File: config.mk
export PLATFORM = sky130hd
export DESIGN_NAME = spim_master
export DESIGN_NICKNAME = d
export VERILOG_FILES = /design/src/rtl/spim_pkg.sv /design/src/rtl/spim_timing.sv /design/src/rtl/spim_ctrl.sv /design/src/rtl/spim_shifter.sv /design/src/rtl/spim_master.sv
export SDC_FILE = /design/constraint.sdc
export NUM_CORES = 1
export LEC_CHECK = 0
export ABC_AREA = 0
export ABC_CLOCK_PERIOD_IN_PS = 2700
export CORE_UTILIZATION = 40
export CTS_CLUSTER_SIZE = 28
export DETAILED_ROUTE_END_ITERATION = 10
export DONT_BUFFER_PORTS = 1
export PLACE_DENSITY = 0.51
export SYNTH_ARGS = -nofsm -noshare
export SYNTH_HDL_FRONTEND = slang
export SYNTH_SLANG_ARGS = --single-unit
File: constraint.sdc
create_clock -name clk -period 2.7 [get_ports clk]
set_input_delay 0.405 -clock clk [delete_from_list [all_inputs] [get_ports clk]]
set_output_delay 0.405 -clock clk [all_outputs]
set_load 0.01 [all_outputs]
File: src/rtl/spim_pkg.sv
package spim_pkg;
  typedef enum logic [2:0] {
    ST_IDLE,
    ST_PRE,
    ST_LEAD,
    ST_XFER,
    ST_GAP
  } spim_state_e;
endpackage

File: src/rtl/spim_timing.sv
// Converts divider and wait fields into cycle counts, applying prescaler and floors.
module spim_timing #(
  parameter int DIV_W    = 8,
  parameter int DLY_W    = 8,
  parameter int PRE_LOG2 = 5,
  parameter int CW       = 13,
  parameter int MIN_PRE  = 4,
  parameter int MIN_GAP  = 6,
  parameter int MIN_LEAD = 2
) (
  input  logic             cfg_pre,
  input  logic [DIV_W-1:0] cfg_div,
  input  logic [DLY_W-1:0] dly_cs,
  input  logic [DLY_W-1:0] dly_gap,
  input  logic [DLY_W-1:0] dly_sck,
  output logic [CW-1:0]    len_half,
  output logic [CW-1:0]    len_pre,
  output logic [CW-1:0]    len_gap,
  output logic [CW-1:0]    len_lead
);
  function automatic logic [CW-1:0] scaled(input logic [CW-1:0] base,
                                           input logic pre,
                                           input logic [CW-1:0] floor_v);
    logic [CW-1:0] v;
    v = pre ? (base << PRE_LOG2) : base;
    return (v < floor_v) ? floor_v : v;
  endfunction

  logic [CW-1:0] div_base;

  always_comb begin
    div_base = (cfg_div == '0) ? CW'(1) : CW'(cfg_div);
    len_half = scaled(div_base, cfg_pre, CW'(1));
    len_pre  = scaled(CW'(dly_cs), cfg_pre, CW'(MIN_PRE));
    len_gap  = scaled(CW'(dly_gap), cfg_pre, CW'(MIN_GAP));
    len_lead = scaled(CW'(dly_sck), cfg_pre, CW'(MIN_LEAD));
  end
endmodule

File: src/rtl/spim_ctrl.sv
// Sequencer: pre-wait, lead, clocking, gap; produces edge events for the shifter.
module spim_ctrl
  import spim_pkg::*;
#(
  parameter int SEL_W = 2,
  parameter int LEN_W = 5,
  parameter int CW    = 13
) (
  input  logic             clk,
  input  logic             rst_n,
  input  logic             tx_valid,
  input  logic [SEL_W-1:0] tx_sel,
  input  logic             cfg_cpha,
  input  logic [LEN_W-1:0] len,
  input  logic [CW-1:0]    len_half,
  input  logic [CW-1:0]    len_pre,
  input  logic [CW-1:0]    len_gap,
  input  logic [CW-1:0]    len_lead,
  output logic             tx_ready,
  output logic             cs_active,
  output logic [SEL_W-1:0] sel_q,
  output logic             phase,
  output logic             load,
  output logic             shift_en,
  output logic             sample_en,
  output logic             last_sample
);
  localparam int EW = LEN_W + 1;

  spim_state_e      state_q, state_d;
  logic [CW-1:0]    cnt_q, cnt_d;
  logic [EW-1:0]    eidx_q, eidx_d;
  logic             phase_q, phase_d;
  logic [SEL_W-1:0] sel_d;
  logic [EW-1:0]    eidx_end, eidx_last;
  logic             cnt_zero, toggle, leading;

  always_comb begin
    eidx_end  = {len, 1'b0};
    eidx_last = cfg_cpha ? (eidx_end - EW'(1)) : (eidx_end - EW'(2));
    cnt_zero  = (cnt_q == '0);
    toggle    = (state_q == ST_XFER) && cnt_zero && (eidx_q != eidx_end);
    leading   = ~eidx_q[0];
    sample_en = toggle && (cfg_cpha ? !leading : leading);
    shift_en  = toggle && (cfg_cpha ? (leading && (eidx_q != '0)) : !leading);
    last_sample = sample_en && (eidx_q == eidx_last);
  end

  always_comb begin
    state_d = state_q;
    cnt_d   = cnt_q;
    eidx_d  = eidx_q;
    phase_d = phase_q;
    sel_d   = sel_q;
    load    = 1'b0;
    case (state_q)
      ST_IDLE: begin
        if (tx_valid) begin
          state_d = ST_PRE;
          cnt_d   = len_pre - CW'(1);
          sel_d   = tx_sel;
          load    = 1'b1;
        end
      end
      ST_PRE: begin
        if (cnt_zero) begin
          state_d = ST_LEAD;
          cnt_d   = len_lead - CW'(1);
        end else begin
          cnt_d = cnt_q - CW'(1);
        end
      end
      ST_LEAD: begin
        if (cnt_zero) begin
          state_d = ST_XFER;
          cnt_d   = len_half - CW'(1);
          eidx_d  = '0;
          phase_d = 1'b0;
        end else begin
          cnt_d = cnt_q - CW'(1);
        end
      end
      ST_XFER: begin
        if (cnt_zero) begin
          if (eidx_q == eidx_end) begin
            state_d = ST_GAP;
            cnt_d   = len_gap - CW'(1);
          end else begin
            phase_d = ~phase_q;
            eidx_d  = eidx_q + EW'(1);
            cnt_d   = len_half - CW'(1);
          end
        end else begin
          cnt_d = cnt_q - CW'(1);
        end
      end
      ST_GAP: begin
        if (cnt_zero) state_d = ST_IDLE;
        else          cnt_d   = cnt_q - CW'(1);
      end
      default: state_d = ST_IDLE;
    endcase
  end

  always_ff @(posedge clk or negedge rst_n) begin
    if (!rst_n) begin
      state_q <= ST_IDLE;
      cnt_q   <= '0;
      eidx_q  <= '0;
      phase_q <= 1'b0;
      sel_q   <= '0;
    end else begin
      state_q <= state_d;
      cnt_q   <= cnt_d;
      eidx_q  <= eidx_d;
      phase_q <= phase_d;
      sel_q   <= sel_d;
    end
  end

  assign tx_ready  = (state_q == ST_IDLE);
  assign cs_active = (state_q == ST_LEAD) || (state_q == ST_XFER);
  assign phase     = phase_q;
endmodule

File: src/rtl/spim_shifter.sv
// Transmit and receive shift registers, MSB first, variable length.
module spim_shifter #(
  parameter int MAX_W = 16,
  parameter int LEN_W = 5
) (
  input  logic             clk,
  input  logic             rst_n,
  input  logic             load,
  input  logic [MAX_W-1:0] load_data,
  input  logic [LEN_W-1:0] len,
  input  logic             shift_en,
  input  logic             sample_en,
  input  logic             last_sample,
  input  logic             miso,
  output logic             mosi,
  output logic [MAX_W-1:0] rx_data,
  output logic             rx_done
);
  logic [MAX_W-1:0] tx_q, tx_d, rs_q, rs_d, ro_q, ro_d, mask, rs_next;
  logic [LEN_W-1:0] pad;
  logic             done_d, done_q;

  always_comb begin
    pad     = LEN_W'(MAX_W) - len;
    mask    = {MAX_W{1'b1}} >> pad;
    rs_next = {rs_q[MAX_W-2:0], miso};
    tx_d    = tx_q;
    rs_d    = rs_q;
    ro_d    = ro_q;
    if (load)          tx_d = load_data << pad;
    else if (shift_en) tx_d = {tx_q[MAX_W-2:0], 1'b0};
    if (load)           rs_d = '0;
    else if (sample_en) rs_d = rs_next;
    if (last_sample) ro_d = rs_next & mask;
    done_d = last_sample;
  end

  always_ff @(posedge clk or negedge rst_n) begin
    if (!rst_n) begin
      tx_q   <= '0;
      rs_q   <= '0;
      ro_q   <= '0;
      done_q <= 1'b0;
    end else begin
      tx_q   <= tx_d;
      rs_q   <= rs_d;
      ro_q   <= ro_d;
      done_q <= done_d;
    end
  end

  assign mosi    = tx_q[MAX_W-1];
  assign rx_data = ro_q;
  assign rx_done = done_q;
endmodule

File: src/rtl/spim_master.sv
module spim_master #(
  parameter int NCS      = 4,
  parameter int MAX_W    = 16,
  parameter int MIN_BITS = 8,
  parameter int DIV_W    = 8,
  parameter int DLY_W    = 8,
  parameter int PRE_LOG2 = 5,
  parameter int MIN_PRE  = 4,
  parameter int MIN_GAP  = 6,
  parameter int MIN_LEAD = 2,
  localparam int SEL_W   = $clog2(NCS),
  localparam int XB_MAX  = MAX_W - MIN_BITS,
  localparam int BITS_W  = $clog2(XB_MAX + 1)
) (
  input  logic              clk,
  input  logic              rst_n,
  input  logic              cfg_cpol,
  input  logic              cfg_cpha,
  input  logic              cfg_pre,
  input  logic [DIV_W-1:0]  cfg_div,
  input  logic [BITS_W-1:0] cfg_bits,
  input  logic [DLY_W-1:0]  cfg_dly_cs,
  input  logic [DLY_W-1:0]  cfg_dly_gap,
  input  logic [DLY_W-1:0]  cfg_dly_sck,
  input  logic              tx_valid,
  output logic              tx_ready,
  input  logic [MAX_W-1:0]  tx_data,
  input  logic [SEL_W-1:0]  tx_sel,
  output logic              sclk,
  output logic              mosi,
  input  logic              miso,
  output logic [NCS-1:0]    cs_n,
  output logic [MAX_W-1:0]  rx_data,
  output logic              rx_done
);
  localparam int LEN_W = $clog2(MAX_W + 1);
  localparam int CW    = ((DIV_W > DLY_W) ? DIV_W : DLY_W) + PRE_LOG2;

  logic [1:0]       rst_sync;
  logic             rst_n_i;
  logic [LEN_W-1:0] len;
  logic [CW-1:0]    len_half, len_pre, len_gap, len_lead;
  logic             cs_active, phase, load, shift_en, sample_en, last_sample;
  logic [SEL_W-1:0] sel_q;

  // Reset asserts at once, releases after two clock edges.
  always_ff @(posedge clk or negedge rst_n) begin
    if (!rst_n) rst_sync <= 2'b00;
    else        rst_sync <= {rst_sync[0], 1'b1};
  end
  assign rst_n_i = rst_sync[1];

  always_comb begin
    if (cfg_bits > BITS_W'(XB_MAX)) len = LEN_W'(MAX_W);
    else                            len = LEN_W'(MIN_BITS) + LEN_W'(cfg_bits);
  end

  spim_timing #(
    .DIV_W(DIV_W), .DLY_W(DLY_W), .PRE_LOG2(PRE_LOG2), .CW(CW),
    .MIN_PRE(MIN_PRE), .MIN_GAP(MIN_GAP), .MIN_LEAD(MIN_LEAD)
  ) u_timing (
    .cfg_pre (cfg_pre),
    .cfg_div (cfg_div),
    .dly_cs  (cfg_dly_cs),
    .dly_gap (cfg_dly_gap),
    .dly_sck (cfg_dly_sck),
    .len_half(len_half),
    .len_pre (len_pre),
    .len_gap (len_gap),
    .len_lead(len_lead)
  );

  spim_ctrl #(.SEL_W(SEL_W), .LEN_W(LEN_W), .CW(CW)) u_ctrl (
    .clk        (clk),
    .rst_n      (rst_n_i),
    .tx_valid   (tx_valid),
    .tx_sel     (tx_sel),
    .cfg_cpha   (cfg_cpha),
    .len        (len),
    .len_half   (len_half),
    .len_pre    (len_pre),
    .len_gap    (len_gap),
    .len_lead   (len_lead),
    .tx_ready   (tx_ready),
    .cs_active  (cs_active),
    .sel_q      (sel_q),
    .phase      (phase),
    .load       (load),
    .shift_en   (shift_en),
    .sample_en  (sample_en),
    .last_sample(last_sample)
  );

  spim_shifter #(.MAX_W(MAX_W), .LEN_W(LEN_W)) u_shift (
    .clk        (clk),
    .rst_n      (rst_n_i),
    .load       (load),
    .load_data  (tx_data),
    .len        (len),
    .shift_en   (shift_en),
    .sample_en  (sample_en),
    .last_sample(last_sample),
    .miso       (miso),
    .mosi       (mosi),
    .rx_data    (rx_data),
    .rx_done    (rx_done)
  );

  for (genvar i = 0; i < NCS; i++) begin : g_cs
    assign cs_n[i] = ~(cs_active && (sel_q == SEL_W'(i)));
  end

  assign sclk = phase ^ cfg_cpol;
endmodule

==> results of run 1 <==
[state kept, by name, indices dropped and copies added (netlist names)]
signal and flops:
u_shift.rx_data 16, u_shift.tx_q 16, u_shift.rs_q 15, u_ctrl.cnt_q 13, u_ctrl.eidx_q 6, u_ctrl.state_q 3
rst_sync 2, u_ctrl.sel_q 2, u_ctrl.phase 1, u_shift.rx_done 1
[power by group]
| part | internal, mW | leakage (nW) | switching, mW | total, mW |
|---|---|---|---|---|
| clock network | 0.637 | 0.131 | 0.532 | 1.17 |
| registers | 1.27 | 0.948 | 0.154 | 1.43 |
| logic | 0.663 | 2.06 | 0.765 | 1.43 |
| total | 2.57 | 3.13 | 1.45 | 4.03 |
[layout by cell type (no fill, tap or decap), types with 11 or more instances in the layout]
cell type and instances:
a21oi_1 35, a31oi_1 11, buf_4 88, dfrtp_1 74, inv_1 16, mux2_2 12, mux2i_1 48, mux4_2 12
nand2_1 93, nand3_1 32, nor2_1 66, nor3_1 34, nor4_1 16, o21ai_0 46, o22ai_1 11, or4_1 11
xnor2_1 27, xor2_1 16
[logic make-up after synthesis]
kind of cell / count (synthesis)
mux: 73
flops: 75
simple gates: 327
compound gates: 207
other cells: 1
buf+inv: 86
fa+ha+maj: 10
xor+xnor: 43
[cell type report]
| cell class | instances | area share (%) |
|---|---|---|
| inverters | 19 | 0.920 |
| multi-input cells | 661 | 57.9 |
| repair buffers | 98 | 10.3 |
| clock buffers | 9 | 2.86 |
| clock inverters | 7 | 0.761 |
| well taps | 216 | 3.43 |
| flip-flops and latches | 75 | 23.8 |
[critical path, cell delays in order, from the launching register on]
cell,delay (ps)
dfrtp_1,390
inv_1,70
ha_2,180
or4b_4,510
nor4_4,380
buf_4,200
a211oi_1,50
buf_4,150
o32ai_1,200
a221oi_1,90
buf_4,180
a211oi_2,180
[layer usage]
layer | part of all wire, % | track usage (%) | routed length (um)
met1 | 46 | 36.0 | 10300
met2 | 45 | 38.2 | 9890
met3 | 7.5 | 6.91 | 1670
met4 | 1.1 | 4.59 | 252
met5 | 0.25 | 2.63 | 55
[through the flow]
step / hold slack, ps / TNS [ps] / area (um2) / power, mW
floorplan: 109 / 0 / 6780 / 2.33
finish: 168 / 0 / 7890 / 4.03
global route: 162 / -334 / 7890 / 4.23
detailed placement: 109 / -355 / 7350 / 2.78
CTS: 158 / 0 / 7660 / 3.98
global placement: 109 / -86.0 / 7350 / 2.78
[final timing paths]
path                       cells after the start                         from  slack [ps]                           to
setup / recovery                              11  u_ctrl.cnt_q[1]$_DFFE_PN0P_          20  u_ctrl.cnt_q[7]$_DFFE_PN0P_
hold / removal                                 2                    tx_sel[0]         170  u_ctrl.sel_q[0]$_DFFE_PN0P_
setup reg to reg                              11  u_ctrl.cnt_q[1]$_DFFE_PN0P_          20  u_ctrl.cnt_q[7]$_DFFE_PN0P_
hold reg to reg                                0        rst_sync[0]$_DFF_PN0_         360        rst_sync[1]$_DFF_PN0_
max in group asynchronous                      0        rst_sync[1]$_DFF_PN0_        1570  u_ctrl.cnt_q[0]$_DFFE_PN0P_
min in group asynchronous                      1                        rst_n         290        rst_sync[1]$_DFF_PN0_
[timing repair]
item | 4_1_cts | 5_1_grt
pin swaps | 1 | 10
gates cloned | 0 | 2
setup endpoints to repair | 3 | 36
resized for setup | 4 | 15
setup buffers | 0 | 17
hold buffers | 1 | 0
hold endpoints to repair | 2 | 0
==> summary.txt, run 1 <==
Clk_skew: 8.23 ps
Worst-Margin Slew: 978 ps
Initial Utilization: 41.6%
Count leader, synth: nand2_1
Iteration-0 DRC Markers: 610
Top cells by area, synth: dfrtp_1 (28%), mux2i_1 (7.3%), nand2_1 (5.2%), mux4_2 (4.0%), nor2_1 (3.7%)
Root buffer cell: clkbuf_16
Seq cells post-synth: 75
Worst endpoint required time: 2950 ps
Worst-path clk slew: 60 ps
Vias per std cell: 6.16
Nets@finish: 935
DR pass1 iterations: 5
Adder-cell share of the synthesized area: 1.86%
Max Fanout on Critical Path: 4
Post-synth top cells: nand2_1 (93), dfrtp_1 (75), nor2_1 (66), clkbuf_1 (53), mux2i_1 (49)
Chip width: 132 um
Area of the core: 16100 um2
Arrival @ worst endpoint: 2930 ps
Clock Latency Late Sink: 350 ps
Hold crit path type: in -> reg
H-Tree Depth: 3
Post-synth top area share: 28.0%
Leak: 3.13 nW
Max-cap violations: 0
Power per cell area: 510 nW/um2
DIE HEIGHT: 132 um
Clock Tree Buf Depth: 2
Largest net degree at the start of global routing: 74
Syn nets: 893
Tcrit/Tclk final: 99.3%
Placed cell count: 1049
Via count: 6684
Layout cells sized above 1: 20.1%
Final setup margin: 18.3 ps
Synthesized cell area: 6710 um2
Total Wirelength: 22200 um
Gp weighted congestion: 0.967
Minimum clock period: 2680 ps
Number of port buffers: 0
Initial antenna violation count: 0
Fillers: 1592
Compound-Gate Fraction of Synth Area: 21.1%
Number of placed I/O pins: 85
Post-DRT Antenna Nets: 0
Final Non-Filler Cells: 1085
Simple-gate share of the synthesized area: 24.8%
Seq/Total Area, Yosys: 28.0%
Die area: 17300 um2
Post-synth EDFFs: 0
First-pass GRT wire length: 34700 um
Post-synthesis async set-or-reset flop share: 100%
Unrepaired setup endpoints after global routing: yes
Primary FF master, synth: dfrtp_1
Ant. Diodes: 0
Syn Inst Count: 822
Fmax: 373 MHz
Std cell rows: 46
Crit. End Element: flop
Top cell type by total area after synthesis: dfrtp_1
DP Worst Slack: -165 ps
CTS buffer count: 9
Seq. cell area: 1880 um2
Post-Synth XOR/XNOR Area: 5.61%
Outcome: completed
Tot GR Track Use: 25.4%
Synth Warn #: 0
Largest family of logic cells by synthesized area: simple AND/OR/NAND/NOR gates
Clock Sinks: 75
Final Setup Violations: 0
Syn Area/Cell: 8.16 um2
Multi-input combinational cell area: 4570 um2
Vias in the first global route: 6252
Remaining Overflow, GRT: 0
Slew headroom: 34.8%
CP Launch Type: flop
Maximum vdd ir drop: 372 uV
Final hold viol count: 0
Crit path kind: reg -> reg
Final core utilization: 48.9%
Area Overhead vs Synth: 17.5%
CTS tree: built
Post-synth cell types: 79
Max Slew Vio Count: 0
Mux contribution to synthesized area: 13.3%
DRC violations left: 0
WL/cell: 20.4 um
Post-detail-place hpwl: 17000 um
(Power assumes the default switching activity.)
==> run 2: changes to the inputs <==
--- a/config.mk
+++ b/config.mk
@@ -12,6 +12,7 @@
 export DETAILED_ROUTE_END_ITERATION = 10
 export DONT_BUFFER_PORTS = 1
 export PLACE_DENSITY = 0.51
+export SETUP_SLACK_MARGIN = 0.1
 export SYNTH_ARGS = -nofsm -noshare
 export SYNTH_HDL_FRONTEND = slang
 export SYNTH_SLANG_ARGS = --single-unit
==> summary.txt, run 2 (synthesis gave the netlist of run 1 again) <==
Outcome: completed (unchanged)
Unrepaired setup endpoints after global routing: yes (unchanged)
Hold Path Sink: u_ctrl.sel_q[0]$_DFFE_PN0P_ (unchanged)
Gp weighted congestion: 0.940 (was 0.967)
Hold crit path type: in -> reg (unchanged)
DP Worst Slack: -38.3 ps (was -165 ps)
Clock Tree Buf Depth: 2 (unchanged)
Std cell rows: 46 (unchanged)
Sequential power share: 34.3% (was 35.5%)
Logic pwr share: 36.6% (was 35.5%)
Tcrit/Tclk final: 99.1% (was 99.3%)
Via count: 6703 (was 6684)
Placed Area: 7370 um2 (was 7350 um2)
DRC violations left: 0 (unchanged)
Fmax: 374 MHz (was 373 MHz)
Crit. End Element: flop (unchanged)
Area of the core: 16100 um2 (unchanged)
Setup TNS: 0 ps (unchanged)
DR pass1 iterations: 5 (unchanged)
Commonest non-fill, non-tap cell in the layout: nand2_1 (unchanged)
Final hold viol count: 0 (unchanged)
Initial antenna violation count: 0 (unchanged)
Maximum vdd ir drop: 362 uV (was 372 uV)
WL/cell: 20.6 um (was 20.4 um)
Most frequent cells in the layout: nand2_1 (92), buf_4 (90), dfrtp_1 (74), nor2_1 (63), mux2i_1 (48) (was nand2_1 (93), buf_4 (88), dfrtp_1 (74), nor2_1 (66), mux2i_1 (48))
Power per cell area: 511 nW/um2 (was 510 nW/um2)
DIE HEIGHT: 132 um (unchanged)
Multi-input combinational cell area: 4740 um2 (was 4570 um2)
Arrival @ worst endpoint: 2940 ps (was 2930 ps)
Number of port buffers: 0 (unchanged)
Post-detail-place hpwl: 16900 um (was 17000 um)
First-pass GRT wire length: 35400 um (was 34700 um)
Psw: 1.53 mW (was 1.45 mW)
CTS tree: built (unchanged)
Final Non-Filler Cells: 1095 (was 1085)
Worst R2R Setup Slack: 20 ps (about the same)
RR Startpoint: u_ctrl.cnt_q[1]$_DFFE_PN0P_ (unchanged)
Max-cap violations: 0 (unchanged)
Post-DRT Antenna Nets: 0 (unchanged)
Chip width: 132 um (unchanged)
Clock share of power: 29.0% (about the same)
Final Setup Violations: 0 (unchanged)
CP Launch Type: flop (unchanged)
Final core utilization: 50.8% (was 48.9%)
Hold Path Stages: 2 (unchanged)
Iteration-0 DRC Markers: 550 (was 610)
Vias in the first global route: 6298 (was 6252)
Area Overhead vs Synth: 21.9% (was 17.5%)
Clock Sinks: 75 (unchanged)
Ant. Diodes: 0 (unchanged)
Clock Latency Late Sink: 360 ps (was 350 ps)
Int Pwr: 2.65 mW (was 2.57 mW)
Tot GR Track Use: 25.8% (was 25.4%)
Minimum clock period: 2680 ps (about the same)
Placed cell count: 1051 (was 1049)
Slew headroom: 34.7% (was 34.8%)
Max Slew Vio Count: 0 (unchanged)
Largest net degree at the start of global routing: 74 (unchanged)
Final instance area: 8180 um2 (was 7890 um2)
Seq. cell area: 1880 um2 (unchanged)
Nets@finish: 945 (was 935)
Hold slack: 157 ps (was 168 ps)
Crit path kind: reg -> reg (unchanged)
Clk_skew: 10.3 ps (was 8.23 ps)
Total Wirelength: 22600 um (was 22200 um)
Worst-Margin Slew: 979 ps (was 978 ps)
Max Fanout on Critical Path: 6 (was 4)
Root buffer cell: clkbuf_16 (unchanged)
Leak: 3.28 nW (was 3.13 nW)
R2r endpoint: u_ctrl.cnt_q[5]$_DFFE_PN0P_ (was u_ctrl.cnt_q[7]$_DFFE_PN0P_)
Sw Ratio: 36.7% (was 36.1%)
Vias per std cell: 6.12 (was 6.16)
Layout cells sized above 1: 23.4% (was 20.1%)
Die area: 17300 um2 (unchanged)
Worst-path clk slew: 70 ps (was 60 ps)
Number of placed I/O pins: 85 (unchanged)
Worst endpoint required time: 2960 ps (was 2950 ps)
Hold Path Origin: tx_sel[0] (unchanged)
Initial Utilization: 41.6% (unchanged)
Reg2Reg Depth: 11 (unchanged)
CTS buffer count: 9 (unchanged)
H-Tree Depth: 3 (unchanged)
Fillers: 1561 (was 1592)
Final setup margin: 24.6 ps (was 18.3 ps)
Total power: 4.18 mW (was 4.03 mW)
Remaining Overflow, GRT: 0 (unchanged)
-- run 2: cell types whose count changed in the layout (fill, tap and decap cells not counted), moves of 3 or more --
cell     previous run  this run
mux2_2             12         3
mux2_4              0         9
a21oi_1            35        32
o21ai_1             7        15
o21ai_0            46        38
buf_6               3        12
nor2_1             66        63
a21oi_2             0         3
-- run 2: routing by layer --
layer | part of all wire (%) | up-vias | wire length, um | global-route usage (%)
met5 | 0 | - | 0 | 0
met4 | 0.82 | 0 | 186 | 4.33
met3 | 7.1 | 21 | 1600 | 5.29
met2 | 45 | 223 | 10200 | 38.8
met1 | 47 | 3293 | 10600 | 38.2
li1 | - | 3166 | - | -
-- run 2: area by class of cell --
cell class | count | area share [%]
repair buffers | 108 | 11.4
flip-flops and latches | 75 | 23.0
clock inverters | 7 | 0.811
clock buffers | 9 | 2.75
multi-input cells | 661 | 57.9
inverters | 19 | 0.887
well taps | 216 | 3.30
-- run 2: worst max path at each step --
stage	end	startpoint	slack, ps
2_1_floorplan	u_ctrl.cnt_q[10]$_DFFE_PN0P_	cfg_dly_cs[4]	9
3_3_place_gp	u_ctrl.eidx_q[4]$_DFFE_PN0P_	u_ctrl.cnt_q[10]$_DFFE_PN0P_	30
3_5_place_dp	u_ctrl.cnt_q[12]$_DFFE_PN0P_	cfg_dly_cs[7]	-40
4_1_cts	u_ctrl.cnt_q[10]$_DFFE_PN0P_	u_ctrl.cnt_q[0]$_DFFE_PN0P_	20
5_1_grt	u_ctrl.cnt_q[5]$_DFFE_PN0P_	u_ctrl.cnt_q[1]$_DFFE_PN0P_	-40
6_report	u_ctrl.cnt_q[5]$_DFFE_PN0P_	u_ctrl.cnt_q[1]$_DFFE_PN0P_	20
-- run 2: power by group through the flow --
stage | Sequential [mW] | Combinational [mW] | Clock [mW]
after floorplan | 1.42 | 0.933 | 0
after global placement | 1.45 | 1.34 | 0
after detailed placement | 1.45 | 1.35 | 0
after CTS | 1.43 | 1.41 | 1.24
after global routing | 1.45 | 1.66 | 1.29
final | 1.43 | 1.53 | 1.21
-- run 2: critical path, stage by stage, from the launching register on --
cell and delay [ps]:
dfrtp_1 400, inv_2 80, ha_4 130, or4b_4 520
buf_6 150, nor4_4 270, buf_4 180, o22ai_2 60
buf_6 150, o31a_1 130, a311o_1 340, a31oi_1 160
-- run 2: timing repair --
item	CTS	global route
setup buffers	11	12
pin swaps	11	20
hold endpoints to repair	2	0
resized for setup	6	65
cloned	0	4
hold buffers	1	0
endpoints found under the setup margin	20	54
